File: src/rtl/pacer_pkg.sv
package pacer_pkg;

  typedef enum logic [1:0] {
    SRC_OFF  = 2'd0,
    SRC_RSVD = 2'd1,
    SRC_EXT  = 2'd2,
    SRC_INT  = 2'd3
  } pace_src_e;

  // fastest allowed conversion interval, in master ticks (1 us at 10 MHz)
  localparam int unsigned MIN_TICKS = 10;

endpackage

File: src/rtl/pacer_sync.sv
module pacer_sync #(
  parameter int STAGES = 2
) (
  input  logic clk,
  input  logic rst,
  input  logic pin,
  output logic rise
);
  logic [STAGES:0] sh_q;

  always_ff @(posedge clk) begin
    if (rst) sh_q <= '0;
    else     sh_q <= {sh_q[STAGES-1:0], pin};
  end

  assign rise = sh_q[STAGES-1] & ~sh_q[STAGES];
endmodule

File: src/rtl/pacer_stage.sv
module pacer_stage #(
  parameter int W = 16
) (
  input  logic         clk,
  input  logic         rst,
  input  logic         hold,
  input  logic         tick_i,
  input  logic [W-1:0] div_i,
  output logic         term_o
);
  logic [W:0] eff;
  logic [W:0] cnt_q;

  assign eff    = (div_i == '0) ? {1'b1, {W{1'b0}}} : {1'b0, div_i};
  assign term_o = tick_i && (cnt_q == (W+1)'(1));

  always_ff @(posedge clk) begin
    if (rst || hold)  cnt_q <= eff;
    else if (term_o)  cnt_q <= eff;
    else if (tick_i)  cnt_q <= cnt_q - (W+1)'(1);
  end
endmodule

File: src/rtl/dual_pacer.sv
module dual_pacer #(
  parameter int DIV_W   = 16,
  parameter int TB_DIV  = 10,
  parameter int SYNC_FF = 2
) (
  input  logic             clk,
  input  logic             rst,
  input  logic [1:0]       src_sel,
  input  logic             start_gate_en,
  input  logic [DIV_W-1:0] div_fast,
  input  logic [DIV_W-1:0] div_slow,
  input  logic             ext_pace,
  input  logic             ext_trig,
  output logic             conv_strobe
);
  import pacer_pkg::*;

  localparam int N_ST = 2;

  logic             pace_rise, trig_rise;
  logic             mode_int, mode_ext;
  logic             run_q, mtick, fire, strobe_q;
  logic [DIV_W-1:0] div_arr [N_ST];
  logic [N_ST:0]    tk;

  assign div_arr[0] = div_fast;
  assign div_arr[1] = div_slow;

  pacer_sync #(.STAGES(SYNC_FF)) u_pace_sync (
    .clk(clk), .rst(rst), .pin(ext_pace), .rise(pace_rise)
  );
  pacer_sync #(.STAGES(SYNC_FF)) u_trig_sync (
    .clk(clk), .rst(rst), .pin(ext_trig), .rise(trig_rise)
  );

  assign mode_int = (src_sel == SRC_INT);
  assign mode_ext = (src_sel == SRC_EXT);

  // run state for the divider chain; the start gate matters only here
  always_ff @(posedge clk) begin
    if (rst || !mode_int)                         run_q <= 1'b0;
    else if (!run_q && (!start_gate_en || trig_rise)) run_q <= 1'b1;
  end

  // master timebase prescaler
  generate
    if (TB_DIV > 1) begin : g_pre
      localparam int PW = $clog2(TB_DIV);
      logic [PW-1:0] pre_q;
      always_ff @(posedge clk) begin
        if (rst || !run_q)     pre_q <= PW'(TB_DIV - 1);
        else if (pre_q == '0)  pre_q <= PW'(TB_DIV - 1);
        else                   pre_q <= pre_q - PW'(1);
      end
      assign mtick = run_q && (pre_q == '0);
    end else begin : g_nopre
      assign mtick = run_q;
    end
  endgenerate

  assign tk[0] = mtick;

  generate
    for (genvar i = 0; i < N_ST; i++) begin : g_stage
      pacer_stage #(.W(DIV_W)) u_stage (
        .clk(clk), .rst(rst), .hold(!run_q),
        .tick_i(tk[i]), .div_i(div_arr[i]), .term_o(tk[i+1])
      );
    end
  endgenerate

  always_comb begin
    if (mode_ext)      fire = pace_rise;
    else if (mode_int) fire = tk[N_ST];
    else               fire = 1'b0;
  end

  always_ff @(posedge clk) begin
    if (rst) strobe_q <= 1'b0;
    else     strobe_q <= fire;
  end

  assign conv_strobe = strobe_q;
endmodule

File: config.mk
export PLATFORM = sky130hd
export DESIGN_NAME = dual_pacer
export DESIGN_NICKNAME = d
export VERILOG_FILES = /design/src/rtl/pacer_pkg.sv /design/src/rtl/pacer_sync.sv /design/src/rtl/pacer_stage.sv /design/src/rtl/dual_pacer.sv
export SDC_FILE = /design/constraint.sdc
export NUM_CORES = 1
export LEC_CHECK = 0
export ABC_CLOCK_PERIOD_IN_PS = 2900
export CAP_MARGIN = 40
export CORE_MARGIN = 5
export CORE_UTILIZATION = 31
export CTS_BUF_LIST = sky130_fd_sc_hd__clkbuf_8 sky130_fd_sc_hd__clkbuf_16
export DETAILED_ROUTE_END_ITERATION = 12
export HOLD_SLACK_MARGIN = 0.08
export PLACE_DENSITY = 0.55
export SLEW_MARGIN = 20
export SYNTH_ARGS = -nofsm -noshare
export SYNTH_HDL_FRONTEND = slang
export SYNTH_SLANG_ARGS = --single-unit
File: constraint.sdc
create_clock -name clk -period 2.9 [get_ports clk]
set_input_delay 0.58 -clock clk [delete_from_list [all_inputs] [get_ports clk]]
set_output_delay 0.58 -clock clk [all_outputs]
set_load 0.02 [all_outputs]
==> results of run 1 <==
## layout make-up
| type | instances | area share, % |
|---|---|---|
| clock buffer | 5 | 2.22 |
| clock inverter | 3 | 0.443 |
| inverter | 9 | 1.09 |
| multi-input combinational | 183 | 37.2 |
| sequential | 46 | 40.6 |
| tap | 102 | 4.11 |
| timing repair buffer | 46 | 14.3 |
## cell usage after synthesis
| cell type | n | area (µm²) |
|---|---|---|
| o21ai_0 | 25 | 125 |
| nor2b_1 | 6 | 37.5 |
| nand3b_1 | 2 | 15.0 |
| nor3b_1 | 4 | 30.0 |
| inv_1 | 9 | 33.8 |
| nand2b_1 | 1 | 6.26 |
| edfxtp_1 | 34 | 1020 |
| clkbuf_1 | 1 | 3.75 |
| o31ai_1 | 1 | 7.51 |
| a31oi_1 | 1 | 6.26 |
| o21ai_2 | 1 | 8.76 |
| buf_2 | 3 | 15.0 |
| o41ai_4 | 1 | 27.5 |
| buf_6 | 3 | 33.8 |
| o31ai_4 | 1 | 21.3 |
| clkdlybuf4s50_1 | 1 | 10.0 |
| o21ai_1 | 4 | 20.0 |
| nor3_1 | 10 | 50.1 |
| mux2i_1 | 2 | 20.0 |
| nor4_1 | 17 | 106 |
| nor2_1 | 11 | 41.3 |
| nor4b_1 | 1 | 8.76 |
| ha_1 | 6 | 75.1 |
| and3_1 | 1 | 6.26 |
| and3b_1 | 1 | 8.76 |
| or4_4 | 1 | 11.3 |
| xor2_1 | 9 | 78.8 |
| or4_1 | 3 | 22.5 |
| or3_1 | 1 | 6.26 |
| nand4b_1 | 2 | 17.5 |
| xnor2_1 | 21 | 184 |
| a21o_2 | 1 | 8.76 |
| nand4_1 | 4 | 25.0 |
| nand3_1 | 3 | 15.0 |
| nand2_1 | 38 | 143 |
| a21oi_1 | 3 | 15.0 |
| dfxtp_1 | 12 | 240 |
| a21o_1 | 1 | 7.51 |
## sequential cells by signal (all words and copies together) (netlist names)
name                   flops
u_trig_sync.sh_q           3
conv_strobe                1
run_q                      1
g_pre.pre_q                4
g_stage.u_stage.cnt_q     34
u_pace_sync.sh_q           3
## metrics by stage
stage | cells | hold slack (ps) | setup slack, ps | area, µm² | total power [mW]
2_1_floorplan | 246 | 371 | 276 | 2510 | 0.874
3_3_place_gp | 386 | 386 | 265 | 3020 | 0.958
3_5_place_dp | 386 | 389 | 211 | 3020 | 0.959
4_1_cts | 394 | 408 | 200 | 3100 | 1.33
5_1_grt | 394 | 432 | 68.5 | 3100 | 1.38
6_report | 394 | 404 | 220 | 3100 | 1.31
## power by group through the flow
stage	Clock [mW]	Combinational [mW]	Sequential, mW
floorplan	0	0.0837	0.790
global placement	0	0.160	0.798
detailed placement	0	0.160	0.798
CTS	0.384	0.162	0.784
global route	0.414	0.178	0.790
finish	0.370	0.159	0.784
## cell families after synthesis
family / share of synthesized area [%]
xor+xnor: 10.5
buf+inv: 3.83
simple gates: 21.9
flops: 50.2
fa+ha+maj: 2.99
compound gates: 9.86
mux: 0.796
## metal layers
metal / up-vias / GRT usage (%) / part of all wire [%]
met1: 876 / 14.6 / 50
met2: 23 / 17.3 / 47
li1: 981 / - / -
met5: - / 0 / 0
met3: 2 / 2.08 / 2.8
met4: 0 / 3.11 / 0.95
## worst paths after layout
kind,start,endpoint,slack [ps],cells past startpoint
setup reg to reg,g_stage[0].u_stage.cnt_q[8],g_stage[1].u_stage.cnt_q[10],220,5
hold reg to reg,g_pre.pre_q[0],g_pre.pre_q[0],400,1
setup / recovery,g_stage[0].u_stage.cnt_q[8],g_stage[1].u_stage.cnt_q[10],220,5
hold / removal,g_pre.pre_q[0],g_pre.pre_q[0],400,1
## placed cells by master, fill, tap and decap left out, drive strengths merged
cell type       n
clkdlybuf4s50  39
nand2          38
edfxtp         34
o21ai          30
xnor2          21
nor4           17
dfxtp          12
nor2           11
inv            10
nor3           10
xor2            9
buf             7
nor2b           6
ha              6
clkbuf          5
nor3b           4
nand4           4
or4             4
nand3           3
a21oi           3
nand3b          2
nand4b          2
mux2i           2
clkinv          2
o31ai           2
a21o            2
nor4b           1
o41ai           1
and3            1
and3b           1
or3             1
nand2b          1
a31oi           1
==> impl_metrics.tcl, run 1 <==
set metrics [dict create \
    synthCells 246 \
    power.internal_mw 1.01 \
    syn_to_final_growth_pct 23.5 \
    seq_area_frac_synth_pct 50.2 \
    final_util_pct 39.8 \
    rows 32 \
    clock_latency_ps 290 \
    fin_crit_ps 2680 \
    portBuffers 39 \
    wl_per_cell_um 13.1 \
    grt_first_pass_wirelength_mm 8.73 \
    yosysUniqueCellTypes 38 \
    syn_avg_cell_area_um2 10.2 \
    path_class "flip-flop to flip-flop" \
    routed_wl_mm 5.16 \
    cp_top_family "simple AND/OR/NAND/NOR gates" \
    cts_sinks 46 \
    power_density_nw_per_um2 423 \
    grt_overflow 0 \
    power_switching_share_pct 23.4 \
    cp_slowest_cell "or4_1" \
    cts_tree "yes" \
    crit_path_start_kind "flip-flop" \
    hold_path_class "flip-flop to flip-flop" \
    finalHoldViolCount 0 \
    ctsResizeCount 0 \
    rsz0062_at_grt "false" \
    synth_seq_cells 46 \
    post-cts-setup-buffers 0 \
    seq_area_um2 1260 \
    cts_buffers 5 \
    drt_iter0_markers 130 \
    fillers 782 \
    finalSetupViolCount 0 \
    finClkSkew_ps 12.9 \
    grt_max_degree 25 \
    dieArea_um2 10000 \
    p_comb_share_pct 12.1 \
    worst_slew_pin_slew_ps 738 \
    nNetsFinal 336 \
    p_clk_share_pct 28.2 \
    grt_usage_pct 10.7 \
    htreeDepth 2 \
    root_buffer "clkbuf_8" \
    p_seq_share_pct 59.7 \
    syn_area_um2 2510 \
    ant_nets 0 \
    die_y_um 100 \
    crit_required_ps 2930 \
    ir_drop_mv 0.232 \
    drv_slew 0 \
    endpoint_kind "flip-flop" \
    status "complete, no violations" \
    cp_num_buf_inv 1 \
    max_cap_violations 0 \
    antenna_found_initial 0 \
    drcViolationCount 0 \
    relSlewSlack_pct 50.8 \
    routabilityCongestion 0.759 \
    setup_tns_ps 0 \
    clkTransAtPathRegs_ps 90 \
    die_w_um 100 \
    p_switching_mw 0.307 \
    syn_nets 291 \
    fmax_mhz 373 \
    cts.path.max_buffers 2 \
    place_hpwl_mm 3.99 \
    hold_buffers 0 \
    critPathMaxStageDelay_ps 580 \
    antennaDiodeCount 0 \
    drive_gt1_share_pct 6.51 \
    ioPinCount 40 \
    multiInputGateArea_um2 1160 \
    via_per_inst 4.78 \
    via_count 1882 \
    core_area_um2 7810 \
    yosys_warnings 0 \
    path_cells "or4_4, or4_1, o41ai_4, buf_4, o21ai_0" \
    post-route-period-util_pct 92.4 \
    grt_pass1_vias 1857 \
    start_util_pct 32.2 \
    dr.pass1.iters 4 \
    leakage_nw 1.11 \
    arrival_ps 2710 \
    worstPathMaxFanout 24 \
]
(Power assumes the default switching activity.)
==> run 2: changes to the inputs <==
--- a/constraint.sdc
+++ b/constraint.sdc
@@ -3,2 +3,2 @@
 set_output_delay 0.58 -clock clk [all_outputs]
-set_load 0.02 [all_outputs]
+set_load 0.005 [all_outputs]
==> results of run 2 <==
The final DEF is identical to that of run 1. Status: complete, no violations.
==> run 3: changes to the inputs <==
- GPL_TIMING_DRIVEN: not set -> 0
==> impl_metrics.tcl, run 3 (synthesized netlist as in run 1, its figures left out) <==
set metrics [dict create \
    dieArea_um2 10000 \
    drcViolationCount 0 \
    reg_top3 "g_stage.u_stage.cnt_q: 34 flops, g_pre.pre_q: 4 flops" \
    design_area_um2 3140 \
    power_switching_share_pct 23.8 \
    wl_per_cell_um 13.8 \
    root_buffer "clkbuf_8" \
    pre_cts_ws_ps -85.8 \
    cts.path.max_buffers 2 \
    post-route-period-util_pct 96.5 \
    cts_buffers 5 \
    grt_pass1_vias 1903 \
    p_comb_share_pct 11.4 \
    crit_required_ps 2940 \
    top_register "g_stage.u_stage.cnt_q" \
    ioPinCount 40 \
    fin_crit_ps 2800 \
    seq_area_um2 1260 \
    final_cell_mix "clkdlybuf4s50_1, nand2_1, edfxtp_1, o21ai_0, xnor2_1" \
    antenna_found_initial 0 \
    clock_latency_ps 310 \
    whs_endpoint "g_pre.pre_q[0]" \
    relSlewSlack_pct 49.4 \
    hold_buffers 0 \
    wl_met1_mm 2.61 \
    finClkSkew_ps 17.2 \
    syn_to_final_growth_pct 24.9 \
    via_count 1896 \
    met2_wirelength_mm 2.55 \
    leakage_nw 1.12 \
    p_clk_share_pct 32.2 \
    grt_usage_pct 11.1 \
    grt_first_pass_wirelength_mm 8.86 \
    grt_overflow 0 \
    r2r_start "g_stage[0].u_stage.cnt_q[8]" \
    rsz0062_at_grt "false" \
    via_per_inst 4.81 \
    dpl_cell_area_um2 3020 \
    ant_nets 0 \
    dr.pass1.iters 4 \
    final_util_pct 40.2 \
    power.internal_mw 1.06 \
    rows 32 \
    hold_depth 1 \
    mostFrequentLayoutCell "clkdlybuf4s50_1" \
    fillers 795 \
    routabilityCongestion 0.785 \
    p_seq_share_pct 56.4 \
    core_area_um2 7810 \
    arrival_ps 2830 \
    die_y_um 100 \
    hold_path_class "flip-flop to flip-flop" \
    cts_tree "yes" \
    htreeDepth 2 \
    routed_wl_mm 5.43 \
    drive_gt1_share_pct 6.85 \
    finalHoldViolCount 0 \
    crit_path_start_kind "flip-flop" \
    highest_layer "met4" \
    antennaDiodeCount 0 \
    max_cap_violations 0 \
    wl_met3_um 211 \
    status "complete, no violations" \
    fmax_mhz 357 \
    multiInputGateArea_um2 1160 \
    drt_iter0_markers 107 \
    worstPathMaxFanout 10 \
    p_switching_mw 0.331 \
    worst_r2r_endpoint "g_stage[1].u_stage.cnt_q[1]" \
    power_density_nw_per_um2 443 \
    largest_reg_flops 34 \
    clkTransAtPathRegs_ps 100 \
    place_hpwl_mm 4.04 \
    worst_slew_pin_slew_ps 758 \
    nNetsFinal 336 \
    portBuffers 38 \
    start_util_pct 32.2 \
    drv_slew 0 \
    finalSetupViolCount 0 \
    post-cts-setup-buffers 0 \
    setup_ws_ps 102 \
    grt_max_degree 27 \
    endpoint_kind "flip-flop" \
    r2r_cells 6 \
    rrSetupSlack_ps 100 \
    ir_drop_mv 0.156 \
    path_class "flip-flop to flip-flop" \
    cts_sinks 46 \
    hold_path.startpoint "g_pre.pre_q[0]" \
    die_w_um 100 \
]
## run 3: metal layers
layer | GRT usage (%) | vias to the layer above
li1 | - | 979
met1 | 14.5 | 882
met2 | 17.8 | 31
met3 | 2.92 | 4
met4 | 3.73 | 0
met5 | 0 | -
## run 3: final cells by class
type	instances	area share, %
Buffer	8	2.23
Clock buffer	6	2.99
Inverter	9	1.08
Timing Repair Buffer	38	12.1
Multi-Input combinational cell	183	37.0
Tap cell	102	4.06
Sequential cell	46	40.2
Clock inverter	2	0.359
## run 3: what timing repair did
item | 4_1_cts | 5_1_grt
gates cloned | 0 | 0
endpoints found under the setup margin | 26 | 11
resized for setup | 1 | 4
## run 3: how the worst max path moves through the flow
stage | endpoint | cells past startpoint | from | slack (ps)
floorplan | g_stage[0].u_stage.cnt_q[1] | 6 | g_stage[0].u_stage.cnt_q[10] | 280
global placement | g_stage[0].u_stage.cnt_q[1] | 6 | g_stage[0].u_stage.cnt_q[11] | -70
detailed placement | g_stage[0].u_stage.cnt_q[1] | 6 | g_stage[0].u_stage.cnt_q[11] | -90
CTS | g_stage[0].u_stage.cnt_q[3] | 6 | g_stage[0].u_stage.cnt_q[11] | 60
global route | g_stage[1].u_stage.cnt_q[1] | 6 | g_stage[0].u_stage.cnt_q[8] | 4
finish | g_stage[1].u_stage.cnt_q[1] | 6 | g_stage[0].u_stage.cnt_q[8] | 100
## run 3: power groups by stage
stage | Combinational, mW | Sequential, mW | Clock (mW)
after global placement | 0.157 | 0.799 | 0
after floorplan | 0.0837 | 0.790 | 0
after CTS | 0.160 | 0.784 | 0.457
final | 0.159 | 0.785 | 0.448
after global routing | 0.177 | 0.791 | 0.486
after detailed placement | 0.159 | 0.799 | 0
## run 3: metrics by stage
step | total power [mW] | setup TNS (ps) | hold WS, ps | std cells
floorplan | 0.874 | 0 | 371 | 246
global placement | 0.956 | -324 | 386 | 386
detailed placement | 0.958 | -605 | 415 | 386
CTS | 1.40 | 0 | 435 | 394
global route | 1.45 | 0 | 450 | 394
finish | 1.39 | 0 | 425 | 394
## run 3: worst max-delay path: stages, from the launching register on
cell and delay (ps):
edfxtp_1 470, or4_4 530, or4_1 420, buf_2 190
o41ai_4 590, buf_6 220, o21ai_0 100
